--- src/rtl/hostirq_pkg.sv ---
package hostirq_pkg;
    localparam int REG_W  = 32;
    localparam int N_EVT  = 8;
    localparam int CTRL_W = 10;

    typedef enum logic [1:0] {OP_NONE, OP_LOAD, OP_SET, OP_CLR} wop_e;

    localparam logic [3:0] OFS_BASE = 4'h0;
    localparam logic [3:0] OFS_SET  = 4'h4;
    localparam logic [3:0] OFS_CLR  = 4'h8;
    localparam logic [3:0] OFS_STAT = 4'hC;

    localparam int STAT_CD_BIT   = 28;
    localparam int STAT_SDIO_BIT = 17;
    localparam int BIT_DMA_EN    = 13;
    localparam int BIT_POL       = 9;

    typedef struct packed {
        logic       dma_en;
        logic       pol;
        logic [3:0] wlen;
        logic [3:0] mode;
    } ctrl_t;

    // flag position of event k; its enable sits one bit lower
    function automatic int flag_pos(input int k);
        case (k)
            0: return 31;
            1: return 29;
            2: return 27;
            3: return 25;
            4: return 23;
            5: return 21;
            6: return 17;
            default: return 15;
        endcase
    endfunction

    function automatic logic apply_bit(input wop_e op, input logic cur, input logic d);
        case (op)
            OP_LOAD: return d;
            OP_SET:  return cur | d;
            OP_CLR:  return cur & ~d;
            default: return cur;
        endcase
    endfunction

    function automatic logic [CTRL_W-1:0] apply_vec(input wop_e op,
                                                    input logic [CTRL_W-1:0] cur,
                                                    input logic [CTRL_W-1:0] d);
        case (op)
            OP_LOAD: return d;
            OP_SET:  return cur | d;
            OP_CLR:  return cur & ~d;
            default: return cur;
        endcase
    endfunction
endpackage

--- src/rtl/hostirq_pair.sv ---
module hostirq_pair
    import hostirq_pkg::*;
(
    input  logic clk,
    input  logic rst,
    input  wop_e op,
    input  logic wd_flag,
    input  logic wd_en,
    input  logic evt,
    output logic flag_q,
    output logic en_q
);
    logic flag_d;

    always_comb begin
        flag_d = apply_bit(op, flag_q, wd_flag) | evt;
    end

    always_ff @(posedge clk) begin
        if (rst) begin
            flag_q <= 1'b0;
            en_q   <= 1'b0;
        end else begin
            flag_q <= flag_d;
            en_q   <= apply_bit(op, en_q, wd_en);
        end
    end
endmodule

--- src/rtl/hostirq_ctrl.sv ---
module hostirq_ctrl
    import hostirq_pkg::*;
(
    input  logic              clk,
    input  logic              rst,
    input  wop_e              op,
    input  logic [CTRL_W-1:0] wd,
    output ctrl_t             ctrl_q
);
    logic [CTRL_W-1:0] nxt;

    always_comb begin
        nxt = apply_vec(op, ctrl_q, wd);
    end

    always_ff @(posedge clk) begin
        if (rst) ctrl_q <= '0;
        else     ctrl_q <= nxt;
    end
endmodule

--- src/rtl/hostirq_reduce.sv ---
module hostirq_reduce
    import hostirq_pkg::*;
(
    input  logic             clk,
    input  logic             rst,
    input  logic [N_EVT-1:0] flags,
    input  logic [N_EVT-1:0] enables,
    output logic             irq_q
);
    always_ff @(posedge clk) begin
        if (rst) irq_q <= 1'b0;
        else     irq_q <= |(flags & enables);
    end
endmodule

--- src/rtl/hostirq_csr.sv ---
module hostirq_csr
    import hostirq_pkg::*;
#(
    parameter int ADDR_W = 4
) (
    input  logic              clk,
    input  logic              rst,
    input  logic              wr_en,
    input  logic [ADDR_W-1:0] wr_addr,
    input  logic [REG_W-1:0]  wr_data,
    input  logic [ADDR_W-1:0] rd_addr,
    output logic [REG_W-1:0]  rd_data,
    input  logic [N_EVT-1:0]  evt_pulse,
    input  logic              card_present,
    input  logic              sdio_line,
    output logic              irq
);
    localparam logic [ADDR_W-1:0] A_BASE = ADDR_W'(OFS_BASE);
    localparam logic [ADDR_W-1:0] A_SET  = ADDR_W'(OFS_SET);
    localparam logic [ADDR_W-1:0] A_CLR  = ADDR_W'(OFS_CLR);
    localparam logic [ADDR_W-1:0] A_STAT = ADDR_W'(OFS_STAT);

    wop_e              op;
    logic [N_EVT-1:0]  flags;
    logic [N_EVT-1:0]  enables;
    ctrl_t             ctrl_q;
    logic [CTRL_W-1:0] ctrl_wd;
    logic [REG_W-1:0]  reg_word;
    logic [REG_W-1:0]  stat_word;
    logic              unused_wbits;

    always_comb begin
        op = OP_NONE;
        if (wr_en) begin
            if (wr_addr == A_BASE)      op = OP_LOAD;
            else if (wr_addr == A_SET)  op = OP_SET;
            else if (wr_addr == A_CLR)  op = OP_CLR;
        end
    end

    for (genvar k = 0; k < N_EVT; k++) begin : g_pair
        localparam int FP = flag_pos(k);
        hostirq_pair u_pair (
            .clk    (clk),
            .rst    (rst),
            .op     (op),
            .wd_flag(wr_data[FP]),
            .wd_en  (wr_data[FP-1]),
            .evt    (evt_pulse[k]),
            .flag_q (flags[k]),
            .en_q   (enables[k])
        );
    end

    assign ctrl_wd = {wr_data[BIT_DMA_EN], wr_data[BIT_POL], wr_data[7:0]};

    hostirq_ctrl u_ctrl (
        .clk   (clk),
        .rst   (rst),
        .op    (op),
        .wd    (ctrl_wd),
        .ctrl_q(ctrl_q)
    );

    hostirq_reduce u_reduce (
        .clk    (clk),
        .rst    (rst),
        .flags  (flags),
        .enables(enables),
        .irq_q  (irq)
    );

    always_comb begin
        reg_word = '0;
        for (int k = 0; k < N_EVT; k++) begin
            reg_word[flag_pos(k)]     = flags[k];
            reg_word[flag_pos(k) - 1] = enables[k];
        end
        reg_word[BIT_DMA_EN] = ctrl_q.dma_en;
        reg_word[BIT_POL]    = ctrl_q.pol;
        reg_word[7:4]        = ctrl_q.wlen;
        reg_word[3:0]        = ctrl_q.mode;
    end

    always_comb begin
        stat_word                = '0;
        stat_word[STAT_CD_BIT]   = ~card_present;
        stat_word[STAT_SDIO_BIT] = sdio_line;
    end

    always_comb begin
        if (rd_addr == A_BASE || rd_addr == A_SET || rd_addr == A_CLR) rd_data = reg_word;
        else if (rd_addr == A_STAT)                                    rd_data = stat_word;
        else                                                           rd_data = '0;
    end

    assign unused_wbits = ^{wr_data[19:18], wr_data[12:10], wr_data[8]};
endmodule

--- config.mk ---
export PLATFORM = sky130hd
export DESIGN_NAME = hostirq_csr
export DESIGN_NICKNAME = d
export VERILOG_FILES = /design/src/rtl/hostirq_pkg.sv /design/src/rtl/hostirq_pair.sv /design/src/rtl/hostirq_ctrl.sv /design/src/rtl/hostirq_reduce.sv /design/src/rtl/hostirq_csr.sv
export SDC_FILE = /design/constraint.sdc
export NUM_CORES = 1
export LEC_CHECK = 0
export CAP_MARGIN = 20
export CORE_AREA = 2 2 69 71
export CTS_BUF_LIST = sky130_fd_sc_hd__clkbuf_8 sky130_fd_sc_hd__clkbuf_16
export CTS_CLUSTER_SIZE = 14
export DETAILED_ROUTE_END_ITERATION = 10
export DIE_AREA = 0 0 71 73
export PLACE_DENSITY = 0.8
export SYNTH_ARGS = -nofsm -noshare
export SYNTH_HDL_FRONTEND = slang
export SYNTH_HIERARCHICAL = 1
export SYNTH_SLANG_ARGS = --single-unit
--- constraint.sdc ---
create_clock -name clk -period 4.5 [get_ports clk]
set_input_delay 0.9 -clock clk [delete_from_list [all_inputs] [get_ports clk]]
set_output_delay 0.9 -clock clk [all_outputs]
set_load 0.03 [all_outputs]
==> Word-level counts from Yosys, hierarchy flattened <==
Cells that the tools add are included.
Widths: inputs -> output; s select.
{ "op_classes": {"n_addsub": 0, "shift": 0, "n_eq_ne": 8, "mux": 23, "div_mod_pow": 0, "n_bitwise": 61, "order_cmp": 0, "n_mul": 0, "reduce_logical": 6} }
{ "op_table": {"columns": ["cell", "count"], "rows": [
  ["$pmux 1 s3", 16],
  ["$mux 32", 1],
  ["$pmux 10 s3", 1],
  ["$mux 29", 1],
  ["$or 1x1->1", 24],
  ["$not 1->1", 17],
  ["$and 1x1->1", 16],
  ["$eq 4x4->1 const B", 3],
  ["$and 10x10->10", 1],
  ["$not 10->10", 1],
  ["$or 10x10->10", 1],
  ["$and 8x8->8", 1],
  ["$eq 4x3->1 const B", 2],
  ["$logic_not 4->1", 2],
  ["$mux 2", 4],
  ["$reduce_or 8->1", 1],
  ["$eq 2x2->1 const B", 2],
  ["$reduce_bool 3->1", 1],
  ["$eq 2x1->1 const B", 1],
  ["$logic_or 1x1->1", 2]
]} }
{ "word_totals": {"in_bits": 53, "reg_bits": 27, "latchBits": 0, "rom_bits": 0, "mem_bits_rw": 0, "n_memories": 0} }

==> Depth between registers and ports, before layout <==
{ "depth": {"word_depth": 8, "mapped_depth": 6} }

==> Hierarchy <==
The synthesis kept the hierarchy.
{ "modules_own_cells": {"columns": ["module", "seq_area_each_um2", "cells_each", "area_each_um2", "instances"], "rows": [
  ["hostirq_pair", 40.0, 13, 120.1, 8],
  ["hostirq_ctrl", 200.2, 54, 427.9, 1],
  ["hostirq_csr", 0.0, 45, 332.8, 1],
  ["hostirq_reduce", 20.0, 6, 58.8, 1]
]} }

==> Worst setup path before layout <==
No wires, ideal clock.
{ "synth_timing": {"kind": "input -> register", "start": "input wr_addr[1]", "end": "register u_ctrl/ctrl_q[0] (netlist name)", "setup_slack_ns": 0.653, "setup_ns": 0.132, "arrival_ns": 3.715, "path_buffers": 0, "stages": 5, "required_ns": 4.368, "path_cell_list": "or3b_2 > nor2_1 > inv_1 > o21ai_0 > a21oi_1"} }
{ "synth_between": {"elab_chain_cells": 7, "word_cells_on_any_way": 12} }
{ "synth_lines": {"columns": ["item", "line", "rtl"], "rows": [
  ["start: declaration", "hostirq_csr.sv:9", "input logic [ADDR_W-1:0] wr_addr,"],
  ["$eq 4x4->1", "hostirq_csr.sv:37", "else if (wr_addr == A_CLR) op = OP_CLR;"],
  ["$mux 2", "hostirq_csr.sv:37", null],
  ["$mux 2", "hostirq_csr.sv:36", "else if (wr_addr == A_SET) op = OP_SET;"],
  ["$mux 2 (*)", "hostirq_csr.sv:35", "if (wr_addr == A_BASE) op = OP_LOAD;"],
  ["$mux 2 (*)", "hostirq_csr.sv:34", "if (wr_en) begin"],
  ["via op[0]", "hostirq_csr.sv:23", "wop_e op;"],
  ["$eq 2x2->1 / $eq 2x1->1 (equally long branches)", "hostirq_pkg.sv:51", "case (op)"],
  ["$pmux 10 s3 / $reduce_bool 3->1 (equally long branches)", null, null]
]} }
The timed path passes the listed nets; every way through them passes the cells marked *.
A chain may end at the register's enable or synchronous reset.

==> Worst setup path after layout <==
{ "layout_timing": {"start": "input rd_addr[2]", "end": "output rd_data[26]"} }
{ "layout_between": {"elab_chain_cells": 4, "word_cells_on_any_way": 6} }
{ "layout_lines": {"columns": ["item", "line", "rtl"], "rows": [
  ["start: declaration", "hostirq_csr.sv:11", "input logic [ADDR_W-1:0] rd_addr,"],
  ["$eq 4x3->1 / $logic_not 4->1 (equally long branches)", "hostirq_csr.sv:92", "if (rd_addr == A_BASE || rd_addr == A_SET || rd_addr == A_CLR) rd_data = reg_word;"],
  ["$logic_or 1x1->1", "hostirq_csr.sv:92", null],
  ["$logic_or 1x1->1 (*)", "hostirq_csr.sv:92", null],
  ["$mux 32 (*)", "hostirq_csr.sv:92", null],
  ["end: declaration", "hostirq_csr.sv:12", "output logic [REG_W-1:0] rd_data,"]
]} }
Mark *: on every way between the ends. The rest lies on a longest branch, timed or not.

==> results.md <==
Run status:
- The flow ran to the end, and the final reports show no timing, DRC or antenna violations.

Finish:
- Cells with a size suffix above 1 make up 19.2% of the layout.
- The filler cells instantiated in the layout total 414.
- Excluding fillers, the count of instances in the completed layout stands at 340.
- The post-layout utilization of the core is 57.8%.
- The number of nets in the final layout is 340.
- The number of antenna repair diodes is 0.
- The library cells used most frequently in the layout, excluding fill and tap cells, are 73 x clkdlybuf4s50_1, 27 x dfxtp_1, 20 x a21oi_1.
- Relative to the synthesized area, the layout overhead comes to 47.4%.
- The final design instance area without fill is 0.00262 sq mm.
- The library cell used most frequently in the layout, excluding fill and tap cells, is clkdlybuf4s50_1.

Global route:
- The met1 layer usage reported by global route is 21.0%.
- The global-route wire length before repair is 6940 um.
- The global-route layer with the greatest usage is met2.
- The met3 layer usage reported by global route is 2.49%.
- The via count of the first global-routing pass came to 1561.
- Entering global routing, the biggest net connects 29 pins.
- For this run the aggregate overflow at the end of global routing stands at 0.
- Across every metal layer, demand over resource in global routing totals 16.3%.
- The met2 usage is 28.9%.
- The number of antenna violations at the first check in global routing is 0.

Placed design:
- The wire-length estimate of the detail-placed layout is 3180 um.
- The number of buffers inserted by port buffering is 73.
- The total placed instance area is 0.00257 sq mm.
- At the end of routability-driven placement, the weighted congestion stood at 0.761.
- After detailed placement, the design holds a cell count of 336.
- The setup slack at placement is 0.767 ns.

Logic synthesis:
- Among all flip-flop cells after synthesis, the most frequent one is dfxtp_1.
- Counting flops with an async set or reset pin after synthesis yields a share of 0%.
- The number of synthesized register bits is 27.
- The mean instance size in the synthesized netlist is 8.52 sq um.
- Summing the sequential cell areas from Yosys gives 30.4% of the chip area.
- The synthesized netlist occupies a cell area of 0.00178 sq mm.
- In this run, synthesis inferred 0 flip-flops with an integrated enable.
- The number of warning messages in the yosys log is 6.
- The number of unique standard cell types used by synthesis is 29.
- The number of cells produced by synthesis is 209.

CTS:
- The post-CTS setup-driven buffer insertion count is 0.
- TritonCTS built the clock tree.
- The root buffer cell chosen for the clock tree is clkbuf_8.
- After clock tree synthesis, the repair step resized 0 gates.
- The maximum level of the CTS H-tree is 1.
- The worst-case clock buffer depth is 2.
- The clock sink count is 27.
- After clock tree synthesis, the clock-pin slew on the worst setup and hold paths is 0.09 ns.
- Counting the buffers created by CTS gives 3.
- The number of buffers added to fix hold violations after cts is 0.
- The insertion delay of the later-clocked pin in the worst-skew pair is 0.28 ns.

Setup path:
- The most used cell along the critical path is clkdlybuf4s50_1.
- The worst setup path is launched from an input pin.
- The slowest cell on the critical path is clkdlybuf4s50_1.
- For the worst setup path, the data arrival time is 2.81 ns.
- Traced cell by cell, the critical path runs through clkdlybuf4s50_1, a211oi_4, buf_4, and2_2, clkdlybuf4s50_1.
- The data required time at the worst endpoint is 3.60 ns.
- The endpoint class of the critical path is an output pin.
- Tracing the worst setup path back leads to its startpoint at rd_addr[2].
- The critical path is of the in -> out type.
- The capture instance of the worst register-to-register path is g_pair[3].u_pair/flag_q.
- The worst-case register-to-register setup slack is 3.50 ns.
- The biggest fanout along the worst timing path is 24.
- The worst register-to-register path has a depth of 3.
- The stage delay of the slowest cell on the critical path is 0.67 ns.
- In this run the critical register-to-register path is launched from g_pair[3].u_pair/flag_q.

Flow run:
- The max-cap check violation count is 0.

Power and ir drop:
- IR analysis of the VDD net gives a maximum drop of 0.159 mV.
- Dividing total power by cell area gives a power density of 209 mW/mm^2.
- The standby leakage power is 0.969 nW.

Hold path:
- The class of the tightest hold or removal check is reg -> reg.
- In this run the most critical hold path is launched from u_ctrl/ctrl_q[3].
- The worst hold path was traced through 2 stages.
- The path with the worst hold slack has its endpoint at u_ctrl/ctrl_q[3].

Die:
- The floorplan has 25 rows.
- After floorplanning, the core was sized to cover 0.00454 sq mm.
- The x dimension of the die is 71 um.
- The die covers 0.00518 sq mm.
- From bottom edge to top edge, the die measures 73 um.
- Once the floorplan was initialized, standard cells occupied 39.3% of the core.
- The number of I/O pins is 86.

STA:
- The clock tree skew after final layout is 0.00830 ns.
- Summed over all failing endpoints, the final setup total negative slack is 0 ns.
- The final clock period utilization by the worst path is 82.4%.
- Setup violations remaining at the end of the flow were counted as 0.
- The worst path needs 3.71 ns of the cycle, external delays included.
- Setup repair after global routing left no endpoint under its margin.
- The peak clock frequency supported by timing is 0.270 GHz.
- Setup slack closes at 0.793 ns.
- The count of endpoints failing hold in the final timing report is 0.
- The final count of pins violating max slew is 0.

Route:
- Dividing the detail-routed wire length by the instance count gives 12.6 um.
- The count of nets left with antenna violations once routing finished came out at 0.
- The first routing iteration left 107 violations.
- The vias after detailed routing is 1694.
- The first-pass iteration count of the detailed router is 4.
- The final routed DRC violation total is 0.
- Using the TritonRoute via totals, the vias-per-cell ratio works out to 4.98.
- The routed wire length is 4290 um.
[worst max-delay path: cells and delay by family]
| kind | cells | cell delay (ns) |
|---|---|---|
| buffers and inverters | 3 | 1.45 |
| AOI/OAI and AO/OA | 1 | 0.27 |
| and+or+nand+nor | 1 | 0.18 |
[report_power, final]
part	internal, mW	switching [mW]	total (mW)
Combinational	0.0784	0.0655	0.144
Sequential	0.252	0.0102	0.262
Clock	0.0630	0.0807	0.144
[stage by stage]
| stage | hold slack (ns) | power, mW |
|---|---|---|
| 6_report | 0.478 | 0.550 |
| 5_1_grt | 0.495 | 0.575 |
| 4_1_cts | 0.478 | 0.559 |
| 3_5_place_dp | 0.464 | 0.412 |
| 3_3_place_gp | 0.453 | 0.409 |
| 2_1_floorplan | 0.444 | 0.344 |
[area by class of cell]
cell class,count,area [sq um],share of cell area (%)
Tap cell,54,67.6,2.58
Timing Repair Buffer,78,768,29.3
Multi-Input combinational cell,160,1130,43.3
Clock buffer,3,41.3,1.57
Sequential cell,27,541,20.6
Clock inverter,1,7.51,0.286
Inverter,17,63.8,2.43
[synth_stat cells (2+ instances only)]
library cell   n  area share (%)
a22oi_1        4             1.7
and2_2        14             5.9
o221ai_2       8             6.7
nor2b_1       18             6.3
buf_6          2             1.3
xor2_1         8             3.9
dfxtp_1       27              30
nand2_1       18             3.8
nor2_1         2            0.42
and2_1        10             3.5
inv_1         17             3.6
nand3_1        9             2.5
mux2_4         8             6.7
a21oi_1       20             5.6
buf_4          6             2.5
a21oi_2        8             3.9
a21bo_2        2             1.1
o21ai_0       10             2.8
o21ai_1        8             2.2
[worst max-delay path by stage]
stage,end,slack (ns),cells past startpoint
6_report,rd_data[26],0.79,5
3_5_place_dp,rd_data[16],0.77,5
3_3_place_gp,rd_data[26],0.78,5
2_1_floorplan,u_ctrl/ctrl_q[0],0.65,5
5_1_grt,rd_data[27],0.67,5
4_1_cts,rd_data[26],0.76,5
[cells by family after synthesis]
logic type | after synthesis | synth area share (%)
AND/OR/NAND/NOR | 74 | 23.8
XOR/XNOR | 10 | 5.34
flip-flops | 27 | 30.4
other | 1 | 0.211
multiplexers | 8 | 6.75
AO/OA/AOI/OAI | 62 | 25.8
buffers and inverters | 27 | 7.80
[metal layers]
metal | part of all wire [%] | vias up
met5 | 0 | -
met3 | 7.0 | 0
met4 | 0 | 0
li1 | - | 853
met2 | 48 | 66
met1 | 45 | 775
[state kept, by name, summed over array words and instances, names as in the netlist]
name / count
g_pair.u_pair/en_q: 8
g_pair.u_pair/flag_q: 8
u_ctrl/ctrl_q: 10
u_reduce/irq_q: 1
Note: power is estimated with default switching activity, not from simulation.
